--- src/rtl/sgq_pkg.sv ---
// Package: shared offsets, bit positions and the per-entry command record
// for the scatter-gather descriptor queue. Assumes a 64-bit register word.
package sgq_pkg;

    localparam int LEN_W = 20;
    localparam int THR_W = 5;

    localparam logic [7:0] OFS_CFG   = 8'h00;
    localparam logic [7:0] OFS_STAGE = 8'h10;
    localparam logic [7:0] OFS_CMD   = 8'h18;
    localparam logic [7:0] OFS_STAT  = 8'h20;

    localparam int CFG_CLR_BIT  = 16;
    localparam int CFG_THR_LSB  = 8;

    localparam int CMD_DIR_BIT   = 62;
    localparam int CMD_NOIRQ_BIT = 60;
    localparam int CMD_SWAP_LSB  = 57;
    localparam int CMD_END_BIT   = 56;
    localparam int CMD_LEN_LSB   = 36;

    localparam int STAT_IRQ_BIT = 0;
    localparam int STAT_OVF_BIT = 1;
    localparam int STAT_LOW_BIT = 2;

    typedef struct packed {
        logic             to_card;
        logic             no_irq;
        logic [2:0]       swap;
        logic             endian;
        logic [LEN_W-1:0] len;
    } sgq_desc_t;

endpackage

--- src/rtl/sgq_fifo.sv ---
// Module: circular store of segment entries with an occupancy count.
// Assumes the caller never pushes when full nor pops when empty; a flush
// empties it in one cycle and overrides push and pop.
module sgq_fifo
    import sgq_pkg::*;
#(
    parameter int DEPTH = 16,
    parameter int DW    = 64,
    localparam int CNT_W = $clog2(DEPTH + 1)
) (
    input  logic             clk,
    input  logic             rst_n,
    input  logic             flush,
    input  logic             push,
    input  logic [DW-1:0]    push_addr,
    input  sgq_desc_t        push_desc,
    input  logic             pop,
    output logic [DW-1:0]    head_addr,
    output sgq_desc_t        head_desc,
    output logic [CNT_W-1:0] count,
    output logic             full,
    output logic             empty
);

    localparam int PTR_W = (DEPTH > 1) ? $clog2(DEPTH) : 1;

    logic [DW-1:0] mem_addr [DEPTH];
    sgq_desc_t     mem_desc [DEPTH];
    logic [PTR_W-1:0] wr_ptr, rd_ptr;

    function automatic logic [PTR_W-1:0] step(input logic [PTR_W-1:0] p);
        return (p == PTR_W'(DEPTH - 1)) ? '0 : p + PTR_W'(1);
    endfunction

    assign full      = (count == CNT_W'(DEPTH));
    assign empty     = (count == '0);
    assign head_addr = mem_addr[rd_ptr];
    assign head_desc = mem_desc[rd_ptr];

    // Store the incoming entry at the write slot.
    always_ff @(posedge clk) begin
        if (push && !flush) begin
            mem_addr[wr_ptr] <= push_addr;
            mem_desc[wr_ptr] <= push_desc;
        end
    end

    // Advance pointers and keep the occupancy count.
    always_ff @(posedge clk) begin
        if (!rst_n || flush) begin
            wr_ptr <= '0;
            rd_ptr <= '0;
            count  <= '0;
        end else begin
            if (push) wr_ptr <= step(wr_ptr);
            if (pop)  rd_ptr <= step(rd_ptr);
            case ({push, pop})
                2'b10:   count <= count + CNT_W'(1);
                2'b01:   count <= count - CNT_W'(1);
                default: count <= count;
            endcase
        end
    end

    assert_no_overflow_R6: assert property (@(posedge clk) disable iff (!rst_n)
        push |-> !full);
    assert_pop_has_data_R8: assert property (@(posedge clk) disable iff (!rst_n)
        pop |-> !empty);
    assert_count_bound_R4: assert property (@(posedge clk) disable iff (!rst_n)
        int'(count) <= DEPTH);

endmodule

--- src/rtl/sgq_issue.sv ---
// Module: hands the head entry to the engine and tracks the one entry the
// engine holds. Assumes done pulses outside an accepted entry are noise.
module sgq_issue (
    input  logic clk,
    input  logic rst_n,
    input  logic flush,
    input  logic enabled,
    input  logic nonempty,
    input  logic ready,
    input  logic done,
    output logic valid,
    output logic pop
);

    logic inflight;

    assign valid = enabled && nonempty && !inflight;
    assign pop   = inflight && done && !flush;

    // Remember that the engine owns the head entry until it reports done.
    always_ff @(posedge clk) begin
        if (!rst_n || flush)        inflight <= 1'b0;
        else if (pop)               inflight <= 1'b0;
        else if (valid && ready)    inflight <= 1'b1;
    end

    assert_offer_held_R7: assert property (@(posedge clk) disable iff (!rst_n)
        valid && !ready && !flush |=> valid);
    assert_accept_origin_R7: assert property (@(posedge clk) disable iff (!rst_n)
        $rose(inflight) |-> $past(valid && ready));
    assert_done_releases_R8: assert property (@(posedge clk) disable iff (!rst_n)
        pop |=> !inflight);

endmodule

--- src/rtl/sgq_status.sv ---
// Module: completion interrupt, sticky overflow flag and low-water flag.
// Assumes write-one-to-clear strobes and set events may share a cycle;
// set events take priority.
module sgq_status #(
    parameter int CNT_W = 5,
    parameter int THR_W = 5
) (
    input  logic             clk,
    input  logic             rst_n,
    input  logic             pop_evt,
    input  logic             pop_no_irq,
    input  logic             ovf_evt,
    input  logic             w1c_wr,
    input  logic [1:0]       w1c_bits,
    input  logic [CNT_W-1:0] count,
    input  logic [THR_W-1:0] thr,
    output logic             irq,
    output logic             ovf,
    output logic             low_water
);

    logic irq_set, ovf_clr, irq_clr;

    assign irq_set   = pop_evt && !pop_no_irq;
    assign irq_clr   = w1c_wr && w1c_bits[0];
    assign ovf_clr   = w1c_wr && w1c_bits[1];
    assign low_water = (count != '0) && (int'(count) <= int'(thr));

    // Completion interrupt: set on an unsuppressed removal, cleared by software.
    always_ff @(posedge clk) begin
        if (!rst_n)       irq <= 1'b0;
        else if (irq_set) irq <= 1'b1;
        else if (irq_clr) irq <= 1'b0;
    end

    // Overflow flag: set on a refused push, cleared by software.
    always_ff @(posedge clk) begin
        if (!rst_n)       ovf <= 1'b0;
        else if (ovf_evt) ovf <= 1'b1;
        else if (ovf_clr) ovf <= 1'b0;
    end

    assert_irq_raise_R9: assert property (@(posedge clk) disable iff (!rst_n)
        pop_evt && !pop_no_irq |=> irq);
    assert_irq_hold_R9: assert property (@(posedge clk) disable iff (!rst_n)
        irq && !irq_clr |=> irq);
    assert_ovf_sticky_R6: assert property (@(posedge clk) disable iff (!rst_n)
        ovf && !ovf_clr |=> ovf);
    assert_ovf_clear_R12: assert property (@(posedge clk) disable iff (!rst_n)
        ovf_clr && !ovf_evt |=> !ovf);

endmodule

--- src/rtl/sg_desc_queue.sv ---
// Module: register front end of the scatter-gather descriptor queue.
// Decodes writes, stages the segment address, gates pushes by the clear bit
// and fullness, and muxes read data. Assumes one register write per cycle.
module sg_desc_queue
    import sgq_pkg::*;
#(
    parameter int DEPTH = 16,
    parameter int DW    = 64,
    parameter int RA_W  = 8
) (
    input  logic             clk,
    input  logic             rst_n,
    input  logic             reg_wen,
    input  logic [RA_W-1:0]  reg_addr,
    input  logic [DW-1:0]    reg_wdata,
    input  logic [RA_W-1:0]  reg_raddr,
    output logic [DW-1:0]    reg_rdata,
    output logic             dsc_valid,
    input  logic             dsc_ready,
    output logic [DW-1:0]    dsc_addr,
    output logic [LEN_W-1:0] dsc_len,
    output logic             dsc_to_card,
    output logic             dsc_no_irq,
    output logic [2:0]       dsc_swap,
    output logic             dsc_endian,
    input  logic             eng_done,
    output logic             irq
);

    localparam int CNT_W = $clog2(DEPTH + 1);

    logic             clr_q;
    logic [THR_W-1:0] thr_q;
    logic [DW-1:0]    stage_q;
    logic             wr_cfg, wr_stage, wr_cmd, wr_stat;
    logic             flush, push, pop, ovf_evt;
    logic             full, empty, ovf, low_water;
    logic [CNT_W-1:0] count;
    sgq_desc_t        cmd_fields, head_desc;

    assign wr_cfg   = reg_wen && (reg_addr == RA_W'(OFS_CFG));
    assign wr_stage = reg_wen && (reg_addr == RA_W'(OFS_STAGE));
    assign wr_cmd   = reg_wen && (reg_addr == RA_W'(OFS_CMD));
    assign wr_stat  = reg_wen && (reg_addr == RA_W'(OFS_STAT));

    assign flush   = clr_q || (wr_cfg && reg_wdata[CFG_CLR_BIT]);
    assign push    = wr_cmd && !clr_q && !full;
    assign ovf_evt = wr_cmd && (clr_q || full);

    // Split the command word into the per-entry record.
    always_comb begin
        cmd_fields.to_card = reg_wdata[CMD_DIR_BIT];
        cmd_fields.no_irq  = reg_wdata[CMD_NOIRQ_BIT];
        cmd_fields.swap    = reg_wdata[CMD_SWAP_LSB +: 3];
        cmd_fields.endian  = reg_wdata[CMD_END_BIT];
        cmd_fields.len     = reg_wdata[CMD_LEN_LSB +: LEN_W];
    end

    // Configuration bits: clear/disable and low-water threshold.
    always_ff @(posedge clk) begin
        if (!rst_n) begin
            clr_q <= 1'b1;
            thr_q <= '0;
        end else if (wr_cfg) begin
            clr_q <= reg_wdata[CFG_CLR_BIT];
            thr_q <= reg_wdata[CFG_THR_LSB +: THR_W];
        end
    end

    // Staged segment address with the low three bits forced to zero.
    always_ff @(posedge clk) begin
        if (!rst_n)        stage_q <= '0;
        else if (wr_stage) stage_q <= reg_wdata & ~DW'(7);
    end

    sgq_fifo #(.DEPTH(DEPTH), .DW(DW)) u_fifo (
        .clk       (clk),
        .rst_n     (rst_n),
        .flush     (flush),
        .push      (push),
        .push_addr (stage_q),
        .push_desc (cmd_fields),
        .pop       (pop),
        .head_addr (dsc_addr),
        .head_desc (head_desc),
        .count     (count),
        .full      (full),
        .empty     (empty)
    );

    sgq_issue u_issue (
        .clk      (clk),
        .rst_n    (rst_n),
        .flush    (flush),
        .enabled  (!clr_q),
        .nonempty (!empty),
        .ready    (dsc_ready),
        .done     (eng_done),
        .valid    (dsc_valid),
        .pop      (pop)
    );

    sgq_status #(.CNT_W(CNT_W), .THR_W(THR_W)) u_status (
        .clk        (clk),
        .rst_n      (rst_n),
        .pop_evt    (pop),
        .pop_no_irq (head_desc.no_irq),
        .ovf_evt    (ovf_evt),
        .w1c_wr     (wr_stat),
        .w1c_bits   (reg_wdata[1:0]),
        .count      (count),
        .thr        (thr_q),
        .irq        (irq),
        .ovf        (ovf),
        .low_water  (low_water)
    );

    assign dsc_len     = head_desc.len;
    assign dsc_to_card = head_desc.to_card;
    assign dsc_no_irq  = head_desc.no_irq;
    assign dsc_swap    = head_desc.swap;
    assign dsc_endian  = head_desc.endian;

    // Read data for the selected offset.
    always_comb begin
        reg_rdata = '0;
        case (reg_raddr)
            RA_W'(OFS_CFG): begin
                reg_rdata[CFG_CLR_BIT]             = clr_q;
                reg_rdata[CFG_THR_LSB +: THR_W]    = thr_q;
                reg_rdata[CNT_W-1:0]               = count;
            end
            RA_W'(OFS_STAGE): reg_rdata = stage_q;
            RA_W'(OFS_STAT): begin
                reg_rdata[STAT_IRQ_BIT] = irq;
                reg_rdata[STAT_OVF_BIT] = ovf;
                reg_rdata[STAT_LOW_BIT] = low_water;
            end
            default: reg_rdata = '0;
        endcase
    end

    assert_addr_aligned_R3: assert property (@(posedge clk) disable iff (!rst_n)
        dsc_valid |-> dsc_addr[2:0] == 3'b000);
    assert_disabled_idle_R2: assert property (@(posedge clk) disable iff (!rst_n)
        clr_q |-> !dsc_valid);
    assert_count_step_R11: assert property (@(posedge clk) disable iff (!rst_n)
        !flush |=> (int'(count) - int'($past(count))) inside {-1, 0, 1});

endmodule

--- config.mk ---
export PLATFORM = sky130hd
export DESIGN_NAME = sg_desc_queue
export DESIGN_NICKNAME = d
export VERILOG_FILES = /design/src/rtl/sgq_pkg.sv /design/src/rtl/sgq_fifo.sv /design/src/rtl/sgq_issue.sv /design/src/rtl/sgq_status.sv /design/src/rtl/sg_desc_queue.sv
export SDC_FILE = /design/constraint.sdc
export NUM_CORES = 1
export LEC_CHECK = 0
export ABC_AREA = 0
export BUFFER_PORTS_ARGS = -buffer_cell sky130_fd_sc_hd__buf_2
export CORE_UTILIZATION = 45
export CTS_CLUSTER_DIAMETER = 80
export DETAILED_ROUTE_END_ITERATION = 10
export PLACE_DENSITY = 0.71
export SYNTH_ARGS = -nofsm -noshare
export SYNTH_HDL_FRONTEND = slang
export SYNTH_SLANG_ARGS = --single-unit
--- constraint.sdc ---
create_clock -name clk -period 13.32 [get_ports clk]
set_input_delay 2.664 -clock clk [delete_from_list [all_inputs] [get_ports clk]]
set_output_delay 2.664 -clock clk [all_outputs]
set_load 0.005 [all_outputs]
==> results by stage, run 1 <==
Run:
- The number of max-cap violations is 0.

CTS:
- The TritonCTS clock tree is built.
- The number of resized instances in the post-cts repair step is 0.
- The clock net in this run drives a total of approximately 1500 sinks.
- The buffer count from post-CTS setup fixing is 0.
- Clock tree synthesis inserted a total of approximately 150 buffers.
- In this run the deepest clock path goes through 3 buffers.
- The clock-pin slew of the registers on the worst-case setup and hold paths is approximately 60 ps.
- The tree is rooted in a sky130_fd_sc_hd__clkbuf_16.
- The CTS H-tree depth is 4.
- Buffers inserted to repair hold after CTS numbered 0.
- The clock latency reported for the late side of the worst-skew pair is 780 ps.

STA:
- The final hold violation count is 0.
- The setup clock skew after layout is 31.68 ps.
- In the finished design, the share of the clock period the worst path needs comes to 0.5837.
- The number of setup violations in the final report is 0.
- The maximum clock frequency is 0.1286 GHz.
- The smallest clock period supported by the final layout is computed as 7775 ps.
- The count of pins over their slew limit was 0.
- Summed over all failing endpoints, the final setup total negative slack is 0 ps.
- The relative slew slack is 0.1564.
- Setup repair after global routing left no endpoint under its margin.
- The actual transition at the worst max-transition pin is approximately 1300 ps.

Setup path:
- STA classifies the critical path startpoint as a primary input.
- The largest fanout on the critical path is 38.
- The kind of end point of the critical path is an output port.
- The data arrival time of the worst path is 5110 ps.
- The critical path is of the primary input to output port type.
- STA puts the critical path data required time at approximately 11000 ps.
- The number of cells on the worst reg-to-reg path is 6.

Synthesis:
- The average size of a mapped cell is 23.03 sq um.
- Sorting the synthesized cells by area gives the leading types as sky130_fd_sc_hd__edfxtp_1 74%, sky130_fd_sc_hd__mux4_2 16%, sky130_fd_sc_hd__dfxtp_1 3.1%, sky130_fd_sc_hd__mux4_1 1.8%, sky130_fd_sc_hd__nand2_1 0.92%.
- After synthesis, the netlist uses roughly 50 different library cells.
- The most repeated cell in the gate-level netlist after synthesis is sky130_fd_sc_hd__edfxtp_1.
- The number of instances in the synthesized netlist is ~2500.
- The cell area after technology mapping is 0.05655 sq mm.
- The count of flip-flops with a built-in enable after synthesis is roughly 1400.
- The number of synthesized register bits is ~1500.
- In the synthesized netlist, the cells that appear most often are 1392 x sky130_fd_sc_hd__edfxtp_1, 397 x sky130_fd_sc_hd__mux4_2, 138 x sky130_fd_sc_hd__nand2_1.
- For this run, the leading register cell type out of synthesis is sky130_fd_sc_hd__edfxtp_1.
- The top cell type by total area after synthesis is sky130_fd_sc_hd__edfxtp_1.
- For this run, asynchronously set or reset flops after synthesis account for 0.
- During synthesis, Yosys emitted a total of 0 warnings.
- The proportion of netlist area held by the largest area contributor is 0.7392.
- For this run, the register share of the synthesized area comes to 0.7700.

Place:
- The placed instances occupy a cell area of just under 0.06 sq mm.
- Buffers placed on the I/O ports in this run total around 240.
- The detailed placement HPWL is 67280 um.
- The placer's final routability congestion estimate is about 0.77.

Floorplan:
- The die height is 356.5 um.
- The effective utilization at floorplan is 0.4556.
- The number of placed I/O pins is between 200 and 250.
- After floorplanning, the core was sized to cover around 0.12 sq mm.
- The die is 356.5 um wide.
- The floorplan step defined a die boundary enclosing about 0.13 sq mm.
- The number of standard-cell rows in the floorplan is about 130.

Min path:
- The class of the most critical hold timing path is flop to flop.
- The number of cells on the worst hold path is 2.

Power and ir drop:
- The combinational group share of total power is 0.004.
- The proportion of power drawn by flip-flops and latches is 0.544.
- Of the total power, the share spent switching nets is 0.1922.
- The power density relative to cell area is between 100 and 150 mW/mm^2.
- IR analysis of the VDD net gives a maximum drop of approximately 0.11 mV.
- The static leakage is about 0.022 uW.
- The internal power contribution is approximately 7500 uW.
- Of the total power, the clock network draws 0.452.
- The net switching component of the power is between 1500 and 2000 uW.

Routing:
- Detailed routing inserted a total of 26610 vias.
- After detailed routing, the number of vias per cell comes to 5.896.
- The detail-routed net length per standard cell is around 29 um.
- The overall routed net length is 131400 um.
- In the routed design, unresolved DRC markers number 0.
- The first-iteration detailed-routing DRC count is slightly above 3000.
- The remaining antenna violation count after routing is 0.
- The number of detailed-routing iterations run before antenna repair is 7.

GRT:
- The total global routing overflow is 0.
- For this run, the total global-route usage over all layers was measured as 0.2077.
- Entering global routing, the biggest net connects 149 pins.
- The number of global-route vias before repair is about 28000.
- The initial antenna violation count is 8.
- The first global-routing pass estimated between 150000 and 200000 um of wire.

Layout:
- The layout net count is about 2900.
- From synthesis to final layout, the design area changed by 13.70%.
- The core occupancy in the finished layout is 0.5180.
- Of the cells placed in the final design, the portion with a size suffix greater than 1 is 0.3229.
- The layout has 9219 filler cells.
- The finished cells cover 0.06430 sq mm.

Outcome:
- The flow ran to the end, and the final reports show no timing, DRC or antenna violations.
## area by class of cell
class | instances | area (sq um) | area share
sequential | 1479 | 43560 | 0.6774
multi-input combinational | 833 | 12220 | 0.1900
clock buffer | 185 | 3996 | 0.06216
antenna | 2 | 5.005 | 0.00007784
timing repair buffer | 278 | 1509 | 0.02347
tap | 1637 | 2048 | 0.03186
clock inverter | 86 | 912.1 | 0.01419
inverter | 13 | 48.80 | 0.0007589
## registers in the layout, summed over array words and instances (netlist names), named ones only
signal	cells
u_fifo.count	5
stage_q	61
u_fifo.wr_ptr	4
u_fifo.mem_desc	416
u_status.irq	1
u_fifo.mem_addr	976
thr_q	5
clr_q	1
u_issue.inflight	1
u_status.ovf	1
u_fifo.rd_ptr	4
## path summary, 6_finish.rpt
path                    from                      to  slack, ps
min             u_status.ovf            u_status.ovf        470
min reg2reg     u_status.ovf            u_status.ovf        470
max             reg_raddr[3]           reg_rdata[39]       5540
max reg2reg  u_fifo.count[1]  u_fifo.mem_desc[12][9]       9240
## power by group through the flow
stage	Sequential [uW]	Combinational, uW	Clock [uW]
2_1_floorplan	5130	5.91	0
3_3_place_gp	5130	34.6	0
3_5_place_dp	5130	37.9	0
4_1_cts	5030	37.9	4250
5_1_grt	5020	41.6	4410
6_report	5030	38.4	4180
## kinds of logic after synthesis
logic type | share of synthesized area
buffers and inverters | 0.01578
multiplexers | 0.1779
adder cells (fa/ha/maj) | 0.003098
other | 0.00006631
AO/OA/AOI/OAI | 0.01011
XOR/XNOR | 0.0007745
AND/OR/NAND/NOR | 0.02230
flip-flops | 0.7700
## worst max-delay path, stage by stage
cell,delay [ps]
sky130_fd_sc_hd__buf_2,100
sky130_fd_sc_hd__nor4_1,280
sky130_fd_sc_hd__nand2_1,140
sky130_fd_sc_hd__nor3b_2,1020
sky130_fd_sc_hd__buf_4,560
sky130_fd_sc_hd__and2_1,200
sky130_fd_sc_hd__buf_2,110
## placed cells by master, fill, tap and decap left out, types with 5 or more instances in the layout
master / count
sky130_fd_sc_hd__mux4_2: 397
sky130_fd_sc_hd__clkinvlp_4: 5
sky130_fd_sc_hd__nand3_1: 5
sky130_fd_sc_hd__a22o_1: 8
sky130_fd_sc_hd__inv_6: 9
sky130_fd_sc_hd__mux2i_1: 11
sky130_fd_sc_hd__inv_1: 12
sky130_fd_sc_hd__bufinv_16: 15
sky130_fd_sc_hd__a21oi_1: 73
sky130_fd_sc_hd__mux4_1: 38
sky130_fd_sc_hd__clkinv_2: 28
sky130_fd_sc_hd__nor3b_2: 5
sky130_fd_sc_hd__dfxtp_1: 83
sky130_fd_sc_hd__clkinv_1: 21
sky130_fd_sc_hd__nand2_1: 138
sky130_fd_sc_hd__ha_1: 14
sky130_fd_sc_hd__and2_1: 54
sky130_fd_sc_hd__and3_4: 7
sky130_fd_sc_hd__nor2_1: 23
sky130_fd_sc_hd__clkbuf_16: 151
sky130_fd_sc_hd__clkbuf_8: 9
sky130_fd_sc_hd__buf_4: 41
sky130_fd_sc_hd__buf_2: 236
sky130_fd_sc_hd__edfxtp_1: 1392
sky130_fd_sc_hd__clkbuf_1: 25
## layer usage
| layer | global-route usage | vias to the layer above | share of wire |
|---|---|---|---|
| met2 | 0.3519 | 1146 | 0.51 |
| met4 | 0.06103 | 4 | 0.023 |
| li1 | - | 10940 | - |
| met1 | 0.2757 | 14310 | 0.40 |
| met3 | 0.03703 | 214 | 0.068 |
| met5 | 0 | - | 0.00017 |
## through the flow
step / power (uW) / cells / hold WS [ps] / worst slack [ps]
6_report: 9248 / 4513 / 468.0 / 5545
5_1_grt: 9473 / 4511 / 495.5 / 5474
4_1_cts: 9310 / 4511 / 467.6 / 5549
3_5_place_dp: 5164 / 4240 / 456.6 / 5576
3_3_place_gp: 5160 / 4240 / 451.0 / 5598
2_1_floorplan: 5133 / 2458 / 436.0 / 2722
No activity file was read; power rests on OpenSTA's default activity.
==> run 2, diff against run 1 <==
--- a/config.mk
+++ b/config.mk
@@ -5,7 +5,7 @@
 export SDC_FILE = /design/constraint.sdc
 export NUM_CORES = 1
 export LEC_CHECK = 0
-export ABC_AREA = 0
+export ABC_AREA = 1
 export BUFFER_PORTS_ARGS = -buffer_cell sky130_fd_sc_hd__buf_2
 export CORE_UTILIZATION = 45
 export CTS_CLUSTER_DIAMETER = 80
==> constraint.sdc (replaced) <==
create_clock -name clk -period 8.05 [get_ports clk]
set_input_delay 1.61 -clock clk [delete_from_list [all_inputs] [get_ports clk]]
set_output_delay 1.61 -clock clk [all_outputs]
set_load 0.005 [all_outputs]
==> run 2 against run 1 <==
Compared with the run above:
- sequential power up 65%
- register-to-register slack lost 4900 ps
- via count rose by 36%
- hold slack gained 16 ps
- count of clock-buffer cells in the layout grew 20
- global-route usage rose by 1.8 points
- core utilization decreased by 0.56 points
- largest cell class unchanged
- largest power group unchanged
- clock power rose by 55%
==> results by stage, run 2 <==
Outcome:
- The flow ran to the end, and the final reports show no timing, DRC or antenna violations.

GRT:
- The initial antenna violation count is 10 (+2).
- The overall track demand over capacity in global routing is 0.2256 (+0.01791).
- The wire length of the first global-routing pass is 218700 um (+15%).
- The pin count of the biggest net entering global routing is 207 (+39%).
- The number of global-route vias before repair is 35150 (+27%).
- The total global routing overflow is 0 (unchanged).

Synthesis:
- The synthesized-area fraction occupied by adder cells was 0.003049 (-0.00004857).
- The primary flip-flop cell chosen by synthesis mapping is sky130_fd_sc_hd__edfxtp_1.
- The count of unique library cells instantiated by Yosys is 32 (-37%).
- The average size of a mapped cell came to 13.42 sq um (-42%).
- The fraction of the mapped netlist area in simple logic gates is 0.07206 (+0.04976).
- In the synthesized netlist, the cells that appear most often are 1392 x sky130_fd_sc_hd__edfxtp_1, 774 x sky130_fd_sc_hd__nor2_1, 577 x sky130_fd_sc_hd__o21ai_0.
- The sequential-to-total area share from yosys stat is 0.7579 (-0.01207).
- The warning count from the yosys run is 0 (unchanged).
- In the post-synthesis netlist, the biggest area contributors are sky130_fd_sc_hd__edfxtp_1 73%, sky130_fd_sc_hd__nor2_1 5.1%, sky130_fd_sc_hd__o21ai_0 5.0%, sky130_fd_sc_hd__o221ai_1 3.8%, sky130_fd_sc_hd__dfxtp_1 3.0%.
- The share of the synthesized area in compound gates (AO/OA/AOI/OAI) was 0.1349 (+0.1248).
- The number of synthesized register bits is 1479 (unchanged).
- The fraction of synthesis flops using an asynchronous set or reset pin is 0 (unchanged).
- The main combinational cell family by area after synthesis is compound AO/OA/AOI/OAI gates.
- Yosys instantiated no cell more often than sky130_fd_sc_hd__edfxtp_1.
- The number of instances in the synthesized netlist is 4280 (+74%).
- The count of flip-flops with a built-in enable after synthesis is 1392 (unchanged).
- Summed over all instances, the cell type with the most area after synthesis is sky130_fd_sc_hd__edfxtp_1.
- The proportion of netlist area held by the largest area contributor is 0.7276 (-0.01159).
- The mux share of post-synthesis cell area came to 0 (-0.1779).
- The cell area after technology mapping is 0.05745 sq mm (+1.6%).
- The share of the synthesized netlist area taken by xor and xnor gates is 0.001067 (+0.0002928).

Setup path:
- The worst reg-to-reg setup slack is 4300 ps (-4940 ps).
- Walking the worst path, the cells encountered are buf_4 -> buf_4 -> o21ai_0 -> o221ai_1 -> nand3_1 -> nand2_1 -> buf_2.
- The kind of start point of the critical path is a flop.
- The largest fanout on the critical path is 79 (+110%).
- The delay of the slowest critical-path stage is 880 ps (-140 ps).
- The critical path ends at dsc_addr[60].
- The number of cells on the worst reg-to-reg path came to 7 (+1).
- The data required time at the worst endpoint came to 6440 ps (-4220 ps).
- The critical path buffer and inverter count is 3 (unchanged).
- The startpoint-to-endpoint class of the critical path is flop to output port.
- The startpoint of the worst-slack reg-to-reg timing path is u_fifo.count[2].
- The kind of end point of the critical path is an output port.
- The number of cells on the critical path is 7 (unchanged).
- On the critical path, the stage with the largest delay is an instance of sky130_fd_sc_hd__buf_4.
- The worst register-to-register path ends at u_fifo.mem_addr[5][41].
- The data arrival time of the worst path is 4290 ps (-820 ps).
- The cell that appears most often on the critical path is sky130_fd_sc_hd__buf_4.
- Broken down by cell family, the worst path's largest delay share belongs to buffers and inverters.

Layout:
- The core occupancy in the finished layout was 0.5124 (-0.005572).
- The share of final-layout standard cells stronger than drive strength 1 came to 0.1120 (-0.2109).
- The layout net count is 4488 (+57%).
- The library cell used most frequently in the layout, excluding fill and tap cells, is sky130_fd_sc_hd__edfxtp_1.
- In the final layout, the registers with the most flip-flops are u_fifo.mem_addr: 976 flops, u_fifo.mem_desc: 416 flops, stage_q: 61 flops.
- In the layout the commonest cells are 1392 x sky130_fd_sc_hd__edfxtp_1, 759 x sky130_fd_sc_hd__nor2_1, 577 x sky130_fd_sc_hd__o21ai_0.
- Counting flops per register, the top entry is u_fifo.mem_addr.
- The layout-stage area growth over the synthesis result is 12.44%.
- The flip-flop count of the largest register, all copies and words added is 976 (unchanged).

STA:
- Setup repair after global routing left no endpoint under its margin.
- The setup clock skew after layout is 24.57 ps (-7.107 ps).
- The maximum clock frequency is 0.1695 GHz.
- The number of setup violations in the final report is 0 (unchanged).
- The relative slew slack came to 0.2148 (+0.05837).
- The share of the clock period used by the worst path after layout is 0.7328.
- The total negative slack is 0 ps (unchanged).
- The worst hold slack across all endpoints is 484.2 ps (+16.24 ps).
- The final hold violation count is 0 (unchanged).
- Subtracting the final worst setup slack from the clock period gives about 6000 ps.
- The actual transition at the worst max-transition pin is 1178 ps (-82.03 ps).
- The count of pins over their slew limit is 0 (unchanged).

Routing:
- The final routed DRC violation total is 0 (unchanged).
- The overall via count from detail_route came to 36270 (+36%).
- The detailed-route vias per instance came to 5.886 (-0.17%).
- The number of detailed-routing iterations run before antenna repair is 8 (+1).
- The remaining antenna violation count after routing is 0 (unchanged).
- The first-iteration detailed-routing DRC count is 4588 (+47%).
- The overall routed net length was 148400 um (+13%).
- The detail-routed net length per standard cell is 24.09 um (-17%).

CTS:
- The CTS H-tree depth came to 4 (unchanged).
- The number of buffers inserted during clock tree synthesis was 143 (-2.1%).
- The clock-pin slew of the registers on the worst-case setup and hold paths is 60 ps (about the same).
- The number of resized instances in the post-cts repair step is 0 (unchanged).
- The library cell used as clock root buffer is sky130_fd_sc_hd__clkbuf_16.
- The buffer count from post-CTS setup fixing is 0 (unchanged).
- The clock latency reported for the late side of the worst-skew pair came to 770 ps (about the same).
- TritonCTS built the clock tree.
- The cts-stage hold buffer count came to 0 (unchanged).
- The CTS sink count was 1479 (unchanged).
- The worst-case clock buffer depth came to 3 (unchanged).

Floorplan:
- The x dimension of the die was 359.3 um (+0.79%).
- The die height is 359.3 um (+0.79%).
- The core area came to 0.1261 sq mm (+1.6%).
- The effective utilization at floorplan was 0.4558 (about the same).
- The area of the die is 0.1291 sq mm (+1.6%).
- The number of placed I/O pins is 241 (unchanged).
- The number of standard-cell rows in the floorplan is 130 (+0.78%).

Place:
- The placer's final routability congestion estimate is 0.7471 (-2.7%).
- The detailed placement HPWL is 70160 um (+4.3%).
- The number of port buffers came to 236 (unchanged).

Min path:
- The number of cells on the worst hold path came to 2 (unchanged).
- The path class of the tightest hold or removal check is flop to flop.

Run:
- The number of max-cap violations came to 0 (unchanged).

Power and ir drop:
- The worst voltage drop across the vdd grid is 0.1769 mV (+62%).
- The power density relative to cell area came to 230.5 mW/mm^2 (+60%).
- The static leakage is 0.02123 uW (-2.0%).
## run 2: cell count changes in the layout (fill, tap and decap cells not counted), sizes merged, moves of 11 or more
| cell | change |
|---|---|
| and2 | -57 |
| clkbuf | +20 |
| clkinv | -11 |
| inv | +96 |
| mux2i | -11 |
| mux4 | -435 |
| nand2 | +27 |
| nand3 | +101 |
| nor2 | +750 |
| o211ai | +91 |
| o21ai | +756 |
| o221ai | +252 |
| o22ai | +98 |
## run 2: layout make-up
cell class	instances	area [sq um]
antenna	4	10.01
clock buffer	205	3955
clock inverter	60	599.3
fill	10290	61460
inverter	114	462.9
multi-input combinational	2370	12250
sequential	1479	43560
tap	1650	2064
timing repair buffer	281	1697
## run 2: logic make-up (layout without fill, tap and decap cells)
group,after synthesis,in the layout
fa+ha+maj,14,14
buf+inv,433,660
flops,1479,1479
xor+xnor,7,7
compound gates,1287,1287
simple gates,1059,1059
other cells,1,7
## run 2: worst reg2reg max path, delay by kind of cell, from the launching register on
kind / cells / cell delay [ps]
buffers and inverters: 2 / 920
flip-flops: 1 / 460
AND/OR/NAND/NOR: 5 / 1960
## run 2: worst min-delay path by stage
stage,from,to,slack [ps]
3_3_place_gp,u_issue.inflight,u_issue.inflight,450
3_5_place_dp,u_issue.inflight,u_issue.inflight,480
5_1_grt,u_status.ovf,u_status.ovf,500
2_1_floorplan,u_issue.inflight,u_issue.inflight,430
4_1_cts,u_issue.inflight,u_issue.inflight,490
6_report,u_issue.inflight,u_issue.inflight,480
## run 2: metrics by stage
step	worst slack [ps]	std cells	instance area (sq um)	power, uW
5_1_grt	1966	6160	64590	15240
4_1_cts	2113	6159	64590	14960
3_3_place_gp	2949	5894	60030	8560
2_1_floorplan	1408	4282	57460	8502
6_report	2151	6163	64600	14890
3_5_place_dp	2907	5894	60030	8562
## run 2: power by group
part	switching (uW)	internal (uW)	total, uW
Clock	2790	3700	6490
Combinational	58.5	19.7	78.2
Sequential	3.17	8320	8320
## run 2: routing by layer
metal  GRT usage  part of all wire  vias to the layer above
met4     0.07103             0.025                        2
met5           0          0.000088                        -
met1      0.3037              0.41                    18080
met2      0.3739              0.48                     1596
met3     0.03833             0.080                      225
li1            -                 -                    16370
